<file path="src/rtl/acc_csr_pkg.sv">
package acc_csr_pkg;
  localparam int OFS_CTRL      = 0;
  localparam int OFS_CONV      = 1;
  localparam int OFS_APOOL     = 2;
  localparam int OFS_IMG_W     = 3;
  localparam int OFS_IMG_H     = 4;
  localparam int OFS_WIDE0     = 5;
  localparam int N_WIDE        = 4;
  localparam int N_MAPPED      = OFS_WIDE0 + N_WIDE;

  localparam int CB_SRST       = 0;
  localparam int CB_LOAD       = 1;
  localparam int CB_CONV       = 2;
  localparam int CB_CONV_DONE  = 3;
  localparam int CB_POOL       = 4;
  localparam int CB_POOL_DONE  = 5;

  typedef enum logic [1:0] {POOL_MIN = 2'd0, POOL_MAX = 2'd1, POOL_AVG = 2'd2} pool_kind_e;

  function automatic logic [1:0] fit_kernel(input logic [2:0] v);
    if (v == 3'd0)      return 2'd1;
    else if (v > 3'd3)  return 2'd3;
    else                return v[1:0];
  endfunction

  function automatic logic [1:0] fit_stride(input logic [1:0] v);
    if (v == 2'd0)      return 2'd1;
    else if (v == 2'd3) return 2'd2;
    else                return v;
  endfunction

  function automatic logic [1:0] fit_pool(input logic [1:0] v);
    if (v == 2'd3) return POOL_AVG;
    else           return v;
  endfunction
endpackage

</file>
<file path="src/rtl/acc_ctrl_word.sv">
module acc_ctrl_word
  import acc_csr_pkg::*;
#(
  parameter int DATA_W = 32
) (
  input  logic              clk,
  input  logic              rst_n,
  input  logic              ctrl_we,
  input  logic [DATA_W-1:0] wdata,
  input  logic [1:0]        eng_done,
  output logic              srst_o,
  output logic [2:0]        start_o,
  output logic [1:0]        done_o,
  output logic [DATA_W-1:0] ctrl_rd
);
  localparam int N_START = 3;
  localparam int N_DONE  = 2;
  localparam int START_POS [N_START] = '{CB_LOAD, CB_CONV, CB_POOL};
  localparam int DONE_POS  [N_DONE]  = '{CB_CONV_DONE, CB_POOL_DONE};

  logic               srst_q, srst_d;
  logic [N_START-1:0] start_q, start_d;
  logic [N_DONE-1:0]  done_q, done_d;
  logic               srst_req;

  assign srst_req = ctrl_we & wdata[CB_SRST];

  always_comb begin
    srst_d = srst_req;
    for (int i = 0; i < N_START; i++)
      start_d[i] = ctrl_we & wdata[START_POS[i]] & ~srst_req;
  end

  // done flags: set by engine pulse (priority), cleared by W1C or soft reset
  for (genvar j = 0; j < N_DONE; j++) begin : g_done
    logic clr;
    assign clr = srst_req | (ctrl_we & wdata[DONE_POS[j]]);
    assign done_d[j] = eng_done[j] | (done_q[j] & ~clr);
  end

  always_ff @(posedge clk or negedge rst_n) begin
    if (!rst_n) begin
      srst_q  <= 1'b0;
      start_q <= '0;
      done_q  <= '0;
    end else begin
      srst_q  <= srst_d;
      start_q <= start_d;
      done_q  <= done_d;
    end
  end

  always_comb begin
    ctrl_rd          = '0;
    ctrl_rd[CB_SRST] = srst_q;
    for (int i = 0; i < N_START; i++) ctrl_rd[START_POS[i]] = start_q[i];
    for (int j = 0; j < N_DONE; j++)  ctrl_rd[DONE_POS[j]]  = done_q[j];
  end

  assign srst_o  = srst_q;
  assign start_o = start_q;
  assign done_o  = done_q;
endmodule

</file>
<file path="src/rtl/acc_cfg_regs.sv">
module acc_cfg_regs
  import acc_csr_pkg::*;
#(
  parameter int DATA_W = 32,
  parameter int ADDR_W = 4,
  parameter int DIM_W  = 16
) (
  input  logic                          clk,
  input  logic                          rst_n,
  input  logic                          we,
  input  logic [ADDR_W-1:0]             addr,
  input  logic [DATA_W-1:0]             wdata,
  output logic [1:0]                    kernel,
  output logic [1:0]                    stride,
  output logic                          act_leaky,
  output logic [1:0]                    pool_kind,
  output logic                          pool_3x3,
  output logic [1:0][DIM_W-1:0]         dims,
  output logic [N_WIDE-1:0][DATA_W-1:0] wide
);
  logic en_conv, en_apool;
  logic [1:0] kernel_d, stride_d, pool_kind_d;

  assign en_conv  = we && (addr == ADDR_W'(OFS_CONV));
  assign en_apool = we && (addr == ADDR_W'(OFS_APOOL));

  always_comb begin
    kernel_d    = fit_kernel(wdata[2:0]);
    stride_d    = fit_stride(wdata[5:4]);
    pool_kind_d = fit_pool(wdata[2:1]);
  end

  always_ff @(posedge clk or negedge rst_n) begin
    if (!rst_n) begin
      kernel <= 2'd1;
      stride <= 2'd1;
    end else if (en_conv) begin
      kernel <= kernel_d;
      stride <= stride_d;
    end
  end

  always_ff @(posedge clk or negedge rst_n) begin
    if (!rst_n) begin
      act_leaky <= 1'b0;
      pool_kind <= POOL_MAX;
      pool_3x3  <= 1'b0;
    end else if (en_apool) begin
      act_leaky <= wdata[0];
      pool_kind <= pool_kind_d;
      pool_3x3  <= wdata[3];
    end
  end

  for (genvar d = 0; d < 2; d++) begin : g_dim
    logic en;
    assign en = we && (addr == ADDR_W'(OFS_IMG_W + d));
    always_ff @(posedge clk or negedge rst_n) begin
      if (!rst_n)  dims[d] <= '0;
      else if (en) dims[d] <= wdata[DIM_W-1:0];
    end
  end

  for (genvar w = 0; w < N_WIDE; w++) begin : g_wide
    logic en;
    assign en = we && (addr == ADDR_W'(OFS_WIDE0 + w));
    always_ff @(posedge clk or negedge rst_n) begin
      if (!rst_n)  wide[w] <= '0;
      else if (en) wide[w] <= wdata;
    end
  end
endmodule

</file>
<file path="src/rtl/acc_rd_mux.sv">
module acc_rd_mux
  import acc_csr_pkg::*;
#(
  parameter int DATA_W = 32,
  parameter int ADDR_W = 4,
  parameter int DIM_W  = 16
) (
  input  logic [ADDR_W-1:0]             addr,
  input  logic [DATA_W-1:0]             ctrl_rd,
  input  logic [1:0]                    kernel,
  input  logic [1:0]                    stride,
  input  logic                          act_leaky,
  input  logic [1:0]                    pool_kind,
  input  logic                          pool_3x3,
  input  logic [1:0][DIM_W-1:0]         dims,
  input  logic [N_WIDE-1:0][DATA_W-1:0] wide,
  output logic [DATA_W-1:0]             rdata
);
  always_comb begin
    rdata = '0;
    if (addr == ADDR_W'(OFS_CTRL)) begin
      rdata = ctrl_rd;
    end else if (addr == ADDR_W'(OFS_CONV)) begin
      rdata[1:0] = kernel;
      rdata[5:4] = stride;
    end else if (addr == ADDR_W'(OFS_APOOL)) begin
      rdata[0]   = act_leaky;
      rdata[2:1] = pool_kind;
      rdata[3]   = pool_3x3;
    end else begin
      for (int d = 0; d < 2; d++)
        if (addr == ADDR_W'(OFS_IMG_W + d)) rdata[DIM_W-1:0] = dims[d];
      for (int w = 0; w < N_WIDE; w++)
        if (addr == ADDR_W'(OFS_WIDE0 + w)) rdata = wide[w];
    end
  end
endmodule

</file>
<file path="src/rtl/acc_csr_top.sv">
module acc_csr_top
  import acc_csr_pkg::*;
#(
  parameter int DATA_W = 32,
  parameter int ADDR_W = 4,
  parameter int DIM_W  = 16
) (
  input  logic              clk,
  input  logic              rst_n,
  input  logic              bus_we,
  input  logic [ADDR_W-1:0] bus_addr,
  input  logic [DATA_W-1:0] bus_wdata,
  output logic [DATA_W-1:0] bus_rdata,
  output logic              soft_rst,
  output logic              start_load,
  output logic              start_conv,
  output logic              start_pool,
  input  logic              conv_done,
  input  logic              pool_done,
  output logic              irq,
  output logic [1:0]        cfg_kernel,
  output logic [1:0]        cfg_stride,
  output logic              cfg_act_leaky,
  output logic [1:0]        cfg_pool_kind,
  output logic              cfg_pool_3x3,
  output logic [DIM_W-1:0]  img_width,
  output logic [DIM_W-1:0]  img_height,
  output logic [DATA_W-1:0] img_size,
  output logic [DATA_W-1:0] img_base,
  output logic [DATA_W-1:0] wgt_base,
  output logic [DATA_W-1:0] bias_base
);
  logic                          ctrl_we;
  logic [2:0]                    start_vec;
  logic [1:0]                    done_vec;
  logic [DATA_W-1:0]             ctrl_rd;
  logic [1:0][DIM_W-1:0]         dims;
  logic [N_WIDE-1:0][DATA_W-1:0] wide;

  assign ctrl_we = bus_we && (bus_addr == ADDR_W'(OFS_CTRL));

  acc_ctrl_word #(.DATA_W(DATA_W)) u_ctrl (
    .clk      (clk),
    .rst_n    (rst_n),
    .ctrl_we  (ctrl_we),
    .wdata    (bus_wdata),
    .eng_done ({pool_done, conv_done}),
    .srst_o   (soft_rst),
    .start_o  (start_vec),
    .done_o   (done_vec),
    .ctrl_rd  (ctrl_rd)
  );

  acc_cfg_regs #(.DATA_W(DATA_W), .ADDR_W(ADDR_W), .DIM_W(DIM_W)) u_cfg (
    .clk       (clk),
    .rst_n     (rst_n),
    .we        (bus_we),
    .addr      (bus_addr),
    .wdata     (bus_wdata),
    .kernel    (cfg_kernel),
    .stride    (cfg_stride),
    .act_leaky (cfg_act_leaky),
    .pool_kind (cfg_pool_kind),
    .pool_3x3  (cfg_pool_3x3),
    .dims      (dims),
    .wide      (wide)
  );

  acc_rd_mux #(.DATA_W(DATA_W), .ADDR_W(ADDR_W), .DIM_W(DIM_W)) u_rd (
    .addr      (bus_addr),
    .ctrl_rd   (ctrl_rd),
    .kernel    (cfg_kernel),
    .stride    (cfg_stride),
    .act_leaky (cfg_act_leaky),
    .pool_kind (cfg_pool_kind),
    .pool_3x3  (cfg_pool_3x3),
    .dims      (dims),
    .wide      (wide),
    .rdata     (bus_rdata)
  );

  assign start_load = start_vec[0];
  assign start_conv = start_vec[1];
  assign start_pool = start_vec[2];
  assign irq        = |done_vec;
  assign img_width  = dims[0];
  assign img_height = dims[1];
  assign img_size   = wide[0];
  assign img_base   = wide[1];
  assign wgt_base   = wide[2];
  assign bias_base  = wide[3];
endmodule

</file>
<file path="config.mk">
export PLATFORM = sky130hd
export DESIGN_NAME = acc_csr_top
export DESIGN_NICKNAME = d
export VERILOG_FILES = /design/src/rtl/acc_csr_pkg.sv /design/src/rtl/acc_ctrl_word.sv /design/src/rtl/acc_cfg_regs.sv /design/src/rtl/acc_rd_mux.sv /design/src/rtl/acc_csr_top.sv
export SDC_FILE = /design/constraint.sdc
export NUM_CORES = 1
export LEC_CHECK = 0
export CORE_ASPECT_RATIO = 1.75
export CORE_MARGIN = 1
export CORE_UTILIZATION = 51
export CTS_CLUSTER_SIZE = 20
export DETAILED_ROUTE_END_ITERATION = 7
export PLACE_DENSITY_LB_ADDON = 0.25
export REMOVE_ABC_BUFFERS = 1
export SLEW_MARGIN = 20
export SYNTH_ARGS = -nofsm -noshare
export SYNTH_HDL_FRONTEND = slang
export SYNTH_SLANG_ARGS = --single-unit
</file>
<file path="constraint.sdc">
create_clock -name clk -period 4.8 [get_ports clk]
set_input_delay 0.96 -clock clk [delete_from_list [all_inputs] [get_ports clk]]
set_output_delay 0.96 -clock clk [all_outputs]
set_load 0.02 [all_outputs]
</file>
* Yosys cells after proc, flatten, opt, wreduce, memory -nomap -nowiden
Cells that the tools add are included.
** Operators by class
- Add/subtract/negate cells :: 0
- Multiply operators :: 0
- Divide/modulo/power cells :: 0
- Magnitude comparators :: 1
- Eq/ne operators :: 10
- Shift-type cells :: 0
- Multiplexer cells :: 18
- Bitwise operators :: 18
- Reductions and logical operators :: 13
** Operator list (count)
- 2-to-1 mux 32 bit :: 5
- 2-to-1 mux 16 bit :: 2
- 2-to-1 mux 28 bit :: 1
- 2-to-1 mux 26 bit :: 1
- equality test 4 x 3 -> 1 bit (second input constant) :: 4
- 2-to-1 mux 2 bit :: 8
- AND 1 bit :: 11
- logical AND 1 bit :: 9
- equality test 4 x 2 -> 1 bit (second input constant) :: 2
- equality test 2 bit (second input constant) :: 2
- equality test 4 x 1 -> 1 bit (second input constant) :: 1
- equality test 4 bit (second input constant) :: 1
- logical NOT 4 bit :: 1
- 2-to-1 mux 4 bit :: 1
- bitwise OR 1 bit :: 4
- greater-than comparator 3 x 2 -> 1 bit (second input constant) :: 1
- logical NOT 3 bit :: 1
- NOT 1 bit :: 3
- logical NOT 2 bit :: 1
- OR reduction 2 bit :: 1
** Storage, ports and cells
- Register bits :: 174
- Bits in latches :: 0
- Bits in writable memories :: 0
- Bits in read-only memories :: 0
- Memories kept :: 0

* Depth between registers and ports, before layout
Gate-level depths: netlist of the first run.
- Word-level depth :: 10
- Gate-level depth with buffers :: 7
- Gate-level depth less buffers :: 4

* Cells and area by module
From an unflattened synthesis of the first run, not the netlist that was laid out.
** Unflattened totals
- Cells, all modules :: 712
- Area, all modules :: 8863.5 µm²
** By module, submodules not included
- acc_cfg_regs :: times used 1, cells each 369, area each 6376.1 µm², seq. area each 4207.8 µm²
- acc_rd_mux :: times used 1, cells each 292, area each 2010.7 µm², seq. area each 0.0 µm²
- acc_ctrl_word :: times used 1, cells each 48, area each 451.7 µm², seq. area each 150.1 µm²
- acc_csr_top :: times used 1, cells each 3, area each 25.0 µm², seq. area each 0.0 µm²

* Worst setup path after synthesis of the first run
OpenSTA, ideal clock, no wires.
- Path type :: input -> output
- From :: in bus_addr[0]
- To :: out bus_rdata[4]
- Arrival time :: 2.392 ns
- Data required time :: 3.840 ns
- Slack :: 1.448 ns
- Stages :: 7
- Buffers on the path :: 3
- Cell sequence :: buf_4 -> buf_2 -> buf_2 -> nor2_1 -> o21ai_0 -> o311ai_0 -> a221oi_1
** On the way
- Cells in the longest elaborated chain, start to end :: 10
** RTL lines
- start, declared :: line acc_csr_top.sv:11 : input logic [ADDR_W-1:0] bus_addr,
- equality test 4 x 2 -> 1 bit :: line acc_rd_mux.sv:32 : if (addr == ADDR_W'(OFS_IMG_W + d)) rdata[DIM_W-1:0] = dims[d];
- 2-to-1 mux 16 bit (2 in a row) :: line acc_rd_mux.sv:32
- 2-to-1 mux 32 bit (4 in a row) :: line acc_rd_mux.sv:34 : if (addr == ADDR_W'(OFS_WIDE0 + w)) rdata = wide[w];
- 2-to-1 mux 28 bit :: line acc_rd_mux.sv:26 : end else if (addr == ADDR_W'(OFS_APOOL)) begin
- 2-to-1 mux 2 bit :: line acc_rd_mux.sv:23 : end else if (addr == ADDR_W'(OFS_CONV)) begin
- 2-to-1 mux 32 bit (*) :: line acc_rd_mux.sv:21 : if (addr == ADDR_W'(OFS_CTRL)) begin
- end, declared :: line acc_csr_top.sv:13 : output logic [DATA_W-1:0] bus_rdata,
Every way passes the cells marked *; elsewhere a longest branch is shown, timed or not.

* Worst setup path after layout of the first run
Same ends and word-level chain as after synthesis.

==> metrics.md, run 1 <==
| Metric | Value |
|---|---|
| Setup repair after global routing missed its margin | false |
| Status | finished clean |
| Latest clock arrival within the worst-skew pair | 0.41 ns |
| Proportion of synthesized flip-flops having asynchronous set or reset | 100% |
| Total negative slack | 0 ns |
| Final critical-path required period | 4.66 ns |
| Placeable Area | 0.0150 mm² |
| Predominant post-synthesis flop cell | sky130_fd_sc_hd__dfrtp_1 |
| DRC errors left | 0 |
| Vertical die dimension | 167 µm |
| Initial antenna violation count | 0 |
| Placer Congestion | 0.956 |
| Cell type with the largest total area after synthesis | sky130_fd_sc_hd__dfrtp_1 |
| Total design power | 5.18 mW |
| Aggregate global-route resource usage | 31.8% |
| Initial drt markers | 411 |
| Multi-input gate area in the final layout | 0.00332 mm² |
| Row count | 59 |
| Width of the die | 96.2 µm |
| Count of different cell masters after synthesis | 50 |
| Area share of the largest cell type after synthesis | 54.1% |
| Top cell types by occurrence after synthesis | 171 x sky130_fd_sc_hd__dfrtp_1, 102 x sky130_fd_sc_hd__mux2_2, 62 x sky130_fd_sc_hd__mux2_1 |
| Post-route clock period utilization | 97.2% |
| Wirelength, routed | 24.4 mm |
| Number of CTS-inserted buffers | 17 |
| Cell types with the largest area share after synthesis | sky130_fd_sc_hd__dfrtp_1 54%, sky130_fd_sc_hd__mux2_2 15%, sky130_fd_sc_hd__mux2_1 8.8%, sky130_fd_sc_hd__a22oi_1 4.9%, sky130_fd_sc_hd__nand2_1 1.6% |
| Via count of the first global-routing pass | 6724 |
| Final Setup Violations | 0 |
| Post-Synthesis Cell Area | 0.00791 mm² |
| Type of the most critical hold path | reg2reg |
| Fin nets | 892 |
| Total I/O pin count | 246 |
| Worst-case vdd ir drop | 288 µV |
| Number of buffers inserted by port buffering | 245 |
| # Post-CTS Setup Buffers | 0 |
| Clock tree from TritonCTS | done |
| Top-count cell post-synth | sky130_fd_sc_hd__dfrtp_1 |
| Maximum buffer depth of the clock tree | 2 |
| Number of flops mapped to enable cells by yosys | 0 |
| Max cap viols | 0 |
| Cell at the root of the clock tree | sky130_fd_sc_hd__clkbuf_16 |
| Largest driver fanout on the critical path | 14 |
| Wire length per cell after detailed routing | 23.3 µm |
| Antenna Diode Count | 0 |
| Post-CTS Hold Buffers | 0 |
| Kind of start point of the critical path | input port |
| Antenna Nets Post-Route | 0 |
| Slew at the pin closest to its max-slew limit | 0.999 ns |
| Arrival time of the worst setup path | 3.70 ns |
| Cells after Synth | 609 |
| WS Path Type | in2out |
| Sequential cell area fraction in the yosys report | 55.1% |
| Drt first pass iters | 5 |
| Layout cells sized above 1 | 19.9% |
| HPWL after DPL | 17.1 mm |
| Power density over the cells | 467 mW/mm² |
| Overflow left after global routing | 0 |
| Number of resized instances in the post-cts repair step | 0 |
| Number of flip-flops and latches in the synthesized netlist | 174 |
| Filler cells | 1052 |
| Global-route wire length before repair | 37.7 mm |
| Footprint of the flip-flops and latches | 0.00436 mm² |
| Max frequency | 0.214 GHz |
| Crit path capture type | output pin |
| Clock slew seen by the registers of the worst setup and hold paths | 0.07 ns |
| CTS HTree Levels | 4 |
| Routed via count divided by cell count | 6.07 |
| Leakage component of the power | 4.80 nW |
| Starting density of the core | 52.8% |
| Number of hold violations in the final report | 0 |
| Normalized max-slew margin | 33.2% |
| Area grow syn2layout | 40.3% |
| Syn Area/Cell | 13.0 µm² |
| Total clock sinks | 174 |
| Total via count in the routed design | 6344 |
| Warnings from Yosys | 0 |
| Crit path required time | 3.84 ns |
| Max Slew Vio Count | 0 |
| Die footprint | 0.0160 mm² |
| Largest net degree at the start of global routing | 95 |
| Setup clock skew after layout | 0 ns |
layout make-up:
| class | instances | area share, % |
|---|---|---|
| well taps | 183 | 2.06 |
| flip-flops and latches | 174 | 39.2 |
| clock inverters | 13 | 1.08 |
| multi-input cells | 388 | 29.9 |
| clock buffers | 18 | 3.95 |
| inverters | 7 | 0.237 |
| repair buffers | 263 | 23.5 |
cells by family (layout without fill, tap and decap cells):
kind of cell,after synthesis,in the layout,synth area share (%)
flops,174,174,55.1
mux,168,168,23.8
compound gates,118,118,10.8
simple gates,102,102,7.23
buf+inv,47,301,3.02
final timing paths:
kind	start	end	slack, ns	cells after the start
setup / recovery	bus_addr[0]	bus_rdata[4]	0.14	7
hold / removal	u_ctrl.done_o[1]$_DFF_PN0_	u_ctrl.done_o[1]$_DFF_PN0_	0.53	1
setup reg to reg	u_cfg.wide[88]$_DFFE_PN0P_	u_cfg.wide[88]$_DFFE_PN0P_	3.93	1
hold reg to reg	u_ctrl.done_o[1]$_DFF_PN0_	u_ctrl.done_o[1]$_DFF_PN0_	0.53	1
max in group asynchronous	rst_n	u_cfg.kernel[0]$_DFFE_PN1P_	3.09	2
min in group asynchronous	rst_n	u_cfg.wide[115]$_DFFE_PN0P_	0.56	1
metrics by stage:
| stage | cell area [µm²] | cells | hold slack [ns] | setup slack, ns | util [%] |
|---|---|---|---|---|---|
| after detailed placement | 10500 | 1015 | 0.512 | 0.173 | 70.4 |
| after global routing | 11100 | 1046 | 0.541 | 0.0370 | 74.1 |
| final | 11100 | 1046 | 0.526 | 0.136 | 74.1 |
| after floorplan | 7700 | 569 | 0.464 | 1.53 | - |
| after global placement | 10500 | 1015 | 0.496 | 0.281 | 70.4 |
| after CTS | 11100 | 1046 | 0.526 | 0.154 | 74.1 |
flip-flops by register name, indices dropped and copies added (netlist names):
name	count
u_cfg.pool_kind	2
u_ctrl.done_o	2
u_cfg.pool_3x3	1
u_ctrl.start_o	3
u_ctrl.srst_o	1
u_cfg.act_leaky	1
u_cfg.kernel	2
u_cfg.dims	32
u_cfg.wide	128
u_cfg.stride	2
per-layer routing:
metal	vias up	GRT usage, %	share of wire (%)
met2	296	55.5	53
li1	2749	-	-
met5	-	0	0
met1	3233	35.6	36
met4	0	16.7	4.6
met3	66	5.89	5.7
worst max-delay path, stage by stage:
cell                              delay (ns)
sky130_fd_sc_hd__clkdlybuf4s50_1        0.67
sky130_fd_sc_hd__buf_4                  0.32
sky130_fd_sc_hd__nor2b_1                0.40
sky130_fd_sc_hd__nand3_1                0.14
sky130_fd_sc_hd__a31o_1                 0.24
sky130_fd_sc_hd__a221oi_1               0.31
sky130_fd_sc_hd__clkdlybuf4s50_1        0.67
cell usage in the layout (no fill, tap or decap), drive strengths merged, types with 11 or more instances in the layout:
master / n
a21oi: 11
a22o: 11
a22oi: 52
buf: 19
clkbuf: 18
clkdlybuf4s50: 244
dfrtp: 171
inv: 17
mux2: 164
nand2: 38
nand3: 21
nor2: 13
o21ai: 14
report_power, final:
part           total (mW)  switching [mW]  internal, mW
logic                1.76           0.867         0.894
registers            2.10           0.300          1.80
clock network        1.32           0.622         0.699
Power figures use the tool's default switching activity.
==> run 2, diff against run 1 <==
- SLEW_MARGIN: 20 -> 10
==> results of run 2 <==
No change in the layout: final DEF, timing and power equal those of run 1.
==> run 3, diff against run 2 <==
- ABC_AREA: default -> 1
- CORE_UTILIZATION: 51 -> 47
- clock period: 4.8 -> 5.34 ns (I/O delays scaled with it)
==> run 3 against run 2 <==
Compared with the run above:
- clock power fell by 13%
- register-to-register slack gained 0.56 ns
- non-clock buffer count decreased by 9
- worst setup slack improved by 0.46 ns
- sequential share of layout area increased by 1.0 points
- global-route usage down 3.6 points
- largest power group unchanged
- cell area fell by 2.5%
- core utilization shrank 6.6 points
- critical endpoint is now bus_rdata[7]
==> metrics.md, run 3 <==
| Metric | Value |
|---|---|
| Number of flops mapped to enable cells by yosys | 0 (unchanged) |
| Largest register FFs | 128 (unchanged) |
| Maximum buffer depth of the clock tree | 2 (unchanged) |
| Arrival time of the worst setup path | 3.68 ns (was 3.70 ns) |
| Width of the die | 99.1 µm (was 96.2 µm) |
| Power density over the cells | 399 mW/mm² (was 467 mW/mm²) |
| Vertical die dimension | 172 µm (was 167 µm) |
| Syn Area/Cell | 8.30 µm² (was 13.0 µm²) |
| Worst-case vdd ir drop | 254 µV (was 288 µV) |
| Fin nets | 1201 (was 892) |
| Cells after Synth | 934 (was 609) |
| DRC errors left | 0 (unchanged) |
| Clock tree from TritonCTS | done (unchanged) |
| Layout cells sized above 1 | 6.31% (was 19.9%) |
| Max Slew Vio Count | 0 (unchanged) |
| Latest clock arrival within the worst-skew pair | 0.41 ns (about the same) |
| Cell at the root of the clock tree | sky130_fd_sc_hd__clkbuf_16 (unchanged) |
| Status | finished clean (unchanged) |
| Predominant post-synthesis flop cell | sky130_fd_sc_hd__dfrtp_1 (unchanged) |
| Proportion of synthesized flip-flops having asynchronous set or reset | 100% (unchanged) |
| Via count of the first global-routing pass | 6870 (was 6724) |
| Dpl ws | 0.648 ns (was 0.173 ns) |
| Total negative slack | 0 ns (unchanged) |
| Crit path required time | 4.27 ns (was 3.84 ns) |
| Leakage component of the power | 5.06 nW (was 4.80 nW) |
| Max cap viols | 0 (unchanged) |
| # Post-CTS Setup Buffers | 0 (unchanged) |
| Crit path capture type | output pin (unchanged) |
| Aggregate global-route resource usage | 28.2% (was 31.8%) |
| Leading cell type in the layout, fill and taps excluded | sky130_fd_sc_hd__nand2_1 (was sky130_fd_sc_hd__clkdlybuf4s50_1) |
| Wirelength, routed | 23.5 mm (was 24.4 mm) |
| Warnings from Yosys | 0 (unchanged) |
| Slew at the pin closest to its max-slew limit | 1.11 ns (was 0.999 ns) |
| Largest register by flop count | u_cfg.wide (unchanged) |
| Max frequency | 0.211 GHz |
| Number of hold violations in the final report | 0 (unchanged) |
| Area grow syn2layout | 39.6% (was 40.3%) |
| Final critical-path required period | 4.75 ns |
| Initial drt markers | 466 (was 411) |
| Cell type with the largest total area after synthesis | sky130_fd_sc_hd__dfrtp_1 (unchanged) |
| Total via count in the routed design | 7214 (was 6344) |
| Wire length per cell after detailed routing | 17.2 µm (was 23.3 µm) |
| CTS HTree Levels | 4 (unchanged) |
| Final Setup Violations | 0 (unchanged) |
| HPWL after DPL | 16.1 mm (was 17.1 mm) |
| WS Path Type | in2out (unchanged) |
| Total clock sinks | 174 (unchanged) |
| Largest net degree at the start of global routing | 113 (was 95) |
| Normalized max-slew margin | 26.1% (was 33.2%) |
| Post-Synthesis Cell Area | 0.00775 mm² (was 0.00791 mm²) |
| Multi-input gate area in the final layout | 0.00288 mm² (was 0.00332 mm²) |
| Initial antenna violation count | 1 (was 0) |
| Footprint of the flip-flops and latches | 0.00436 mm² (unchanged) |
| Setup clock skew after layout | 0 ns (unchanged) |
| Placeable Area | 0.0160 mm² (was 0.0150 mm²) |
| Final standard cell utilization of the core | 67.5% (was 74.1%) |
| Largest driver fanout on the critical path | 29 (was 14) |
| Drt first pass iters | 5 (unchanged) |
| Routed via count divided by cell count | 5.29 (was 6.07) |
| Placer Congestion | 0.844 (was 0.956) |
| Number of flip-flops and latches in the synthesized netlist | 174 (unchanged) |
| Overflow left after global routing | 0 (unchanged) |
| Kind of start point of the critical path | input port (unchanged) |
| Antenna Nets Post-Route | 0 (unchanged) |
| Row count | 61 (was 59) |
| Cell types with the largest area share after synthesis | sky130_fd_sc_hd__dfrtp_1 55%, sky130_fd_sc_hd__nand2_1 17%, sky130_fd_sc_hd__o21ai_1 8.4%, sky130_fd_sc_hd__inv_1 3.2%, sky130_fd_sc_hd__o21ai_0 2.6% (was sky130_fd_sc_hd__dfrtp_1 54%, sky130_fd_sc_hd__mux2_2 15%, sky130_fd_sc_hd__mux2_1 8.8%, sky130_fd_sc_hd__a22oi_1 4.9%, sky130_fd_sc_hd__nand2_1 1.6%) |
| Setup repair after global routing missed its margin | false (unchanged) |
| Sequential cell area fraction in the yosys report | 56.2% (was 55.1%) |
| Final setup margin | 0.594 ns (was 0.136 ns) |
| Number of buffers inserted by port buffering | 245 (unchanged) |
| Commonest cells after routing, fill and taps aside | 349 x sky130_fd_sc_hd__nand2_1, 244 x sky130_fd_sc_hd__clkdlybuf4s50_1, 171 x sky130_fd_sc_hd__dfrtp_1 (was 244 x sky130_fd_sc_hd__clkdlybuf4s50_1, 171 x sky130_fd_sc_hd__dfrtp_1, 102 x sky130_fd_sc_hd__mux2_2) |
| Global-route wire length before repair | 36.5 mm (was 37.7 mm) |
| Number of resized instances in the post-cts repair step | 0 (unchanged) |
| Total I/O pin count | 246 (unchanged) |
| Number of CTS-inserted buffers | 17 (unchanged) |
| Top-count cell post-synth | sky130_fd_sc_hd__nand2_1 (was sky130_fd_sc_hd__dfrtp_1) |
| Top cell types by occurrence after synthesis | 350 x sky130_fd_sc_hd__nand2_1, 171 x sky130_fd_sc_hd__dfrtp_1, 130 x sky130_fd_sc_hd__o21ai_1 (was 171 x sky130_fd_sc_hd__dfrtp_1, 102 x sky130_fd_sc_hd__mux2_2, 62 x sky130_fd_sc_hd__mux2_1) |
| Clock slew seen by the registers of the worst setup and hold paths | 0.07 ns (about the same) |
| Area share of the largest cell type after synthesis | 55.2% (was 54.1%) |
| Post-CTS Hold Buffers | 0 (unchanged) |
| Die footprint | 0.0170 mm² (was 0.0160 mm²) |
| Type of the most critical hold path | reg2reg (unchanged) |
| Post-route clock period utilization | 88.9% |
| Filler cells | 1352 (was 1052) |
| Slack of the worst reg-to-reg path | 4.49 ns (was 3.93 ns) |
| Count of different cell masters after synthesis | 27 (was 50) |
| Starting density of the core | 48.4% (was 52.8%) |
-- run 3: changes by cell type in the layout (fill, tap and decap cells not counted), moves of 27 or more --
cell                      change
sky130_fd_sc_hd__mux2_1      -62
sky130_fd_sc_hd__nand2_1    +317
sky130_fd_sc_hd__o21ai_1    +130
sky130_fd_sc_hd__o21ai_0     +27
sky130_fd_sc_hd__inv_1       +62
sky130_fd_sc_hd__a22oi_1     -52
sky130_fd_sc_hd__mux2_2     -102
-- run 3: through the flow --
| step | cell area (µm²) | hold slack (ns) | instances | power [mW] |
|---|---|---|---|---|
| final | 10800 | 0.488 | 1363 | 4.32 |
| after floorplan | 7510 | 0.513 | 887 | 2.42 |
| after global placement | 10300 | 0.471 | 1330 | 3.18 |
| after detailed placement | 10300 | 0.480 | 1330 | 3.20 |
| after CTS | 10800 | 0.491 | 1362 | 4.35 |
| after global routing | 10800 | 0.509 | 1363 | 4.52 |
-- run 3: logic make-up after synthesis --
kind of cell / after synthesis / share of synthesized area (%)
AND/OR/NAND/NOR: 440 / 23.4
AO/OA/AOI/OAI: 200 / 13.7
flip-flops: 174 / 56.2
buffers and inverters: 120 / 6.68
-- run 3: worst max-delay path, stage by stage --
cell	delay (ns)
sky130_fd_sc_hd__clkdlybuf4s50_1	0.55
sky130_fd_sc_hd__nor2_2	0.28
sky130_fd_sc_hd__nand2_2	0.46
sky130_fd_sc_hd__buf_4	0.39
sky130_fd_sc_hd__or2_2	0.29
sky130_fd_sc_hd__nand2_1	0.06
sky130_fd_sc_hd__inv_1	0.04
sky130_fd_sc_hd__clkdlybuf4s50_1	0.52
-- run 3: worst paths after layout --
kind,startpoint,cells past startpoint,endpoint
max,bus_addr[0],8,bus_rdata[7]
min,u_cfg.stride[0]$_DFFE_PN1P_,2,u_cfg.stride[0]$_DFFE_PN1P_
max reg2reg,u_cfg.pool_kind[0]$_DFFE_PN1P_,2,u_cfg.pool_kind[0]$_DFFE_PN1P_
min reg2reg,u_cfg.stride[0]$_DFFE_PN1P_,2,u_cfg.stride[0]$_DFFE_PN1P_
max in group asynchronous,rst_n,2,u_cfg.kernel[0]$_DFFE_PN1P_
min in group asynchronous,rst_n,1,u_cfg.wide[122]$_DFFE_PN0P_
-- run 3: metal layers --
layer  wire [µm]  GRT usage (%)
met1        9050           33.6
met2       12300           49.4
met3        1190           4.32
met4         878           14.2
met5           0              0
-- run 3: report_power, final --
part | total [mW] | switching (mW) | internal (mW)
sequential | 1.82 | 0.232 | 1.58
clock | 1.15 | 0.539 | 0.607
combinational | 1.36 | 0.723 | 0.638
total | 4.32 | 1.49 | 2.83
-- run 3: cell type report --
class / count / area share (%)
Sequential cell: 174 / 40.3
Tap cell: 189 / 2.18
Antenna cell: 1 / 0.0231
Clock buffer: 20 / 4.03
Inverter: 73 / 2.54
Clock inverter: 12 / 0.936
Timing Repair Buffer: 254 / 23.4
Multi-Input combinational cell: 640 / 26.6
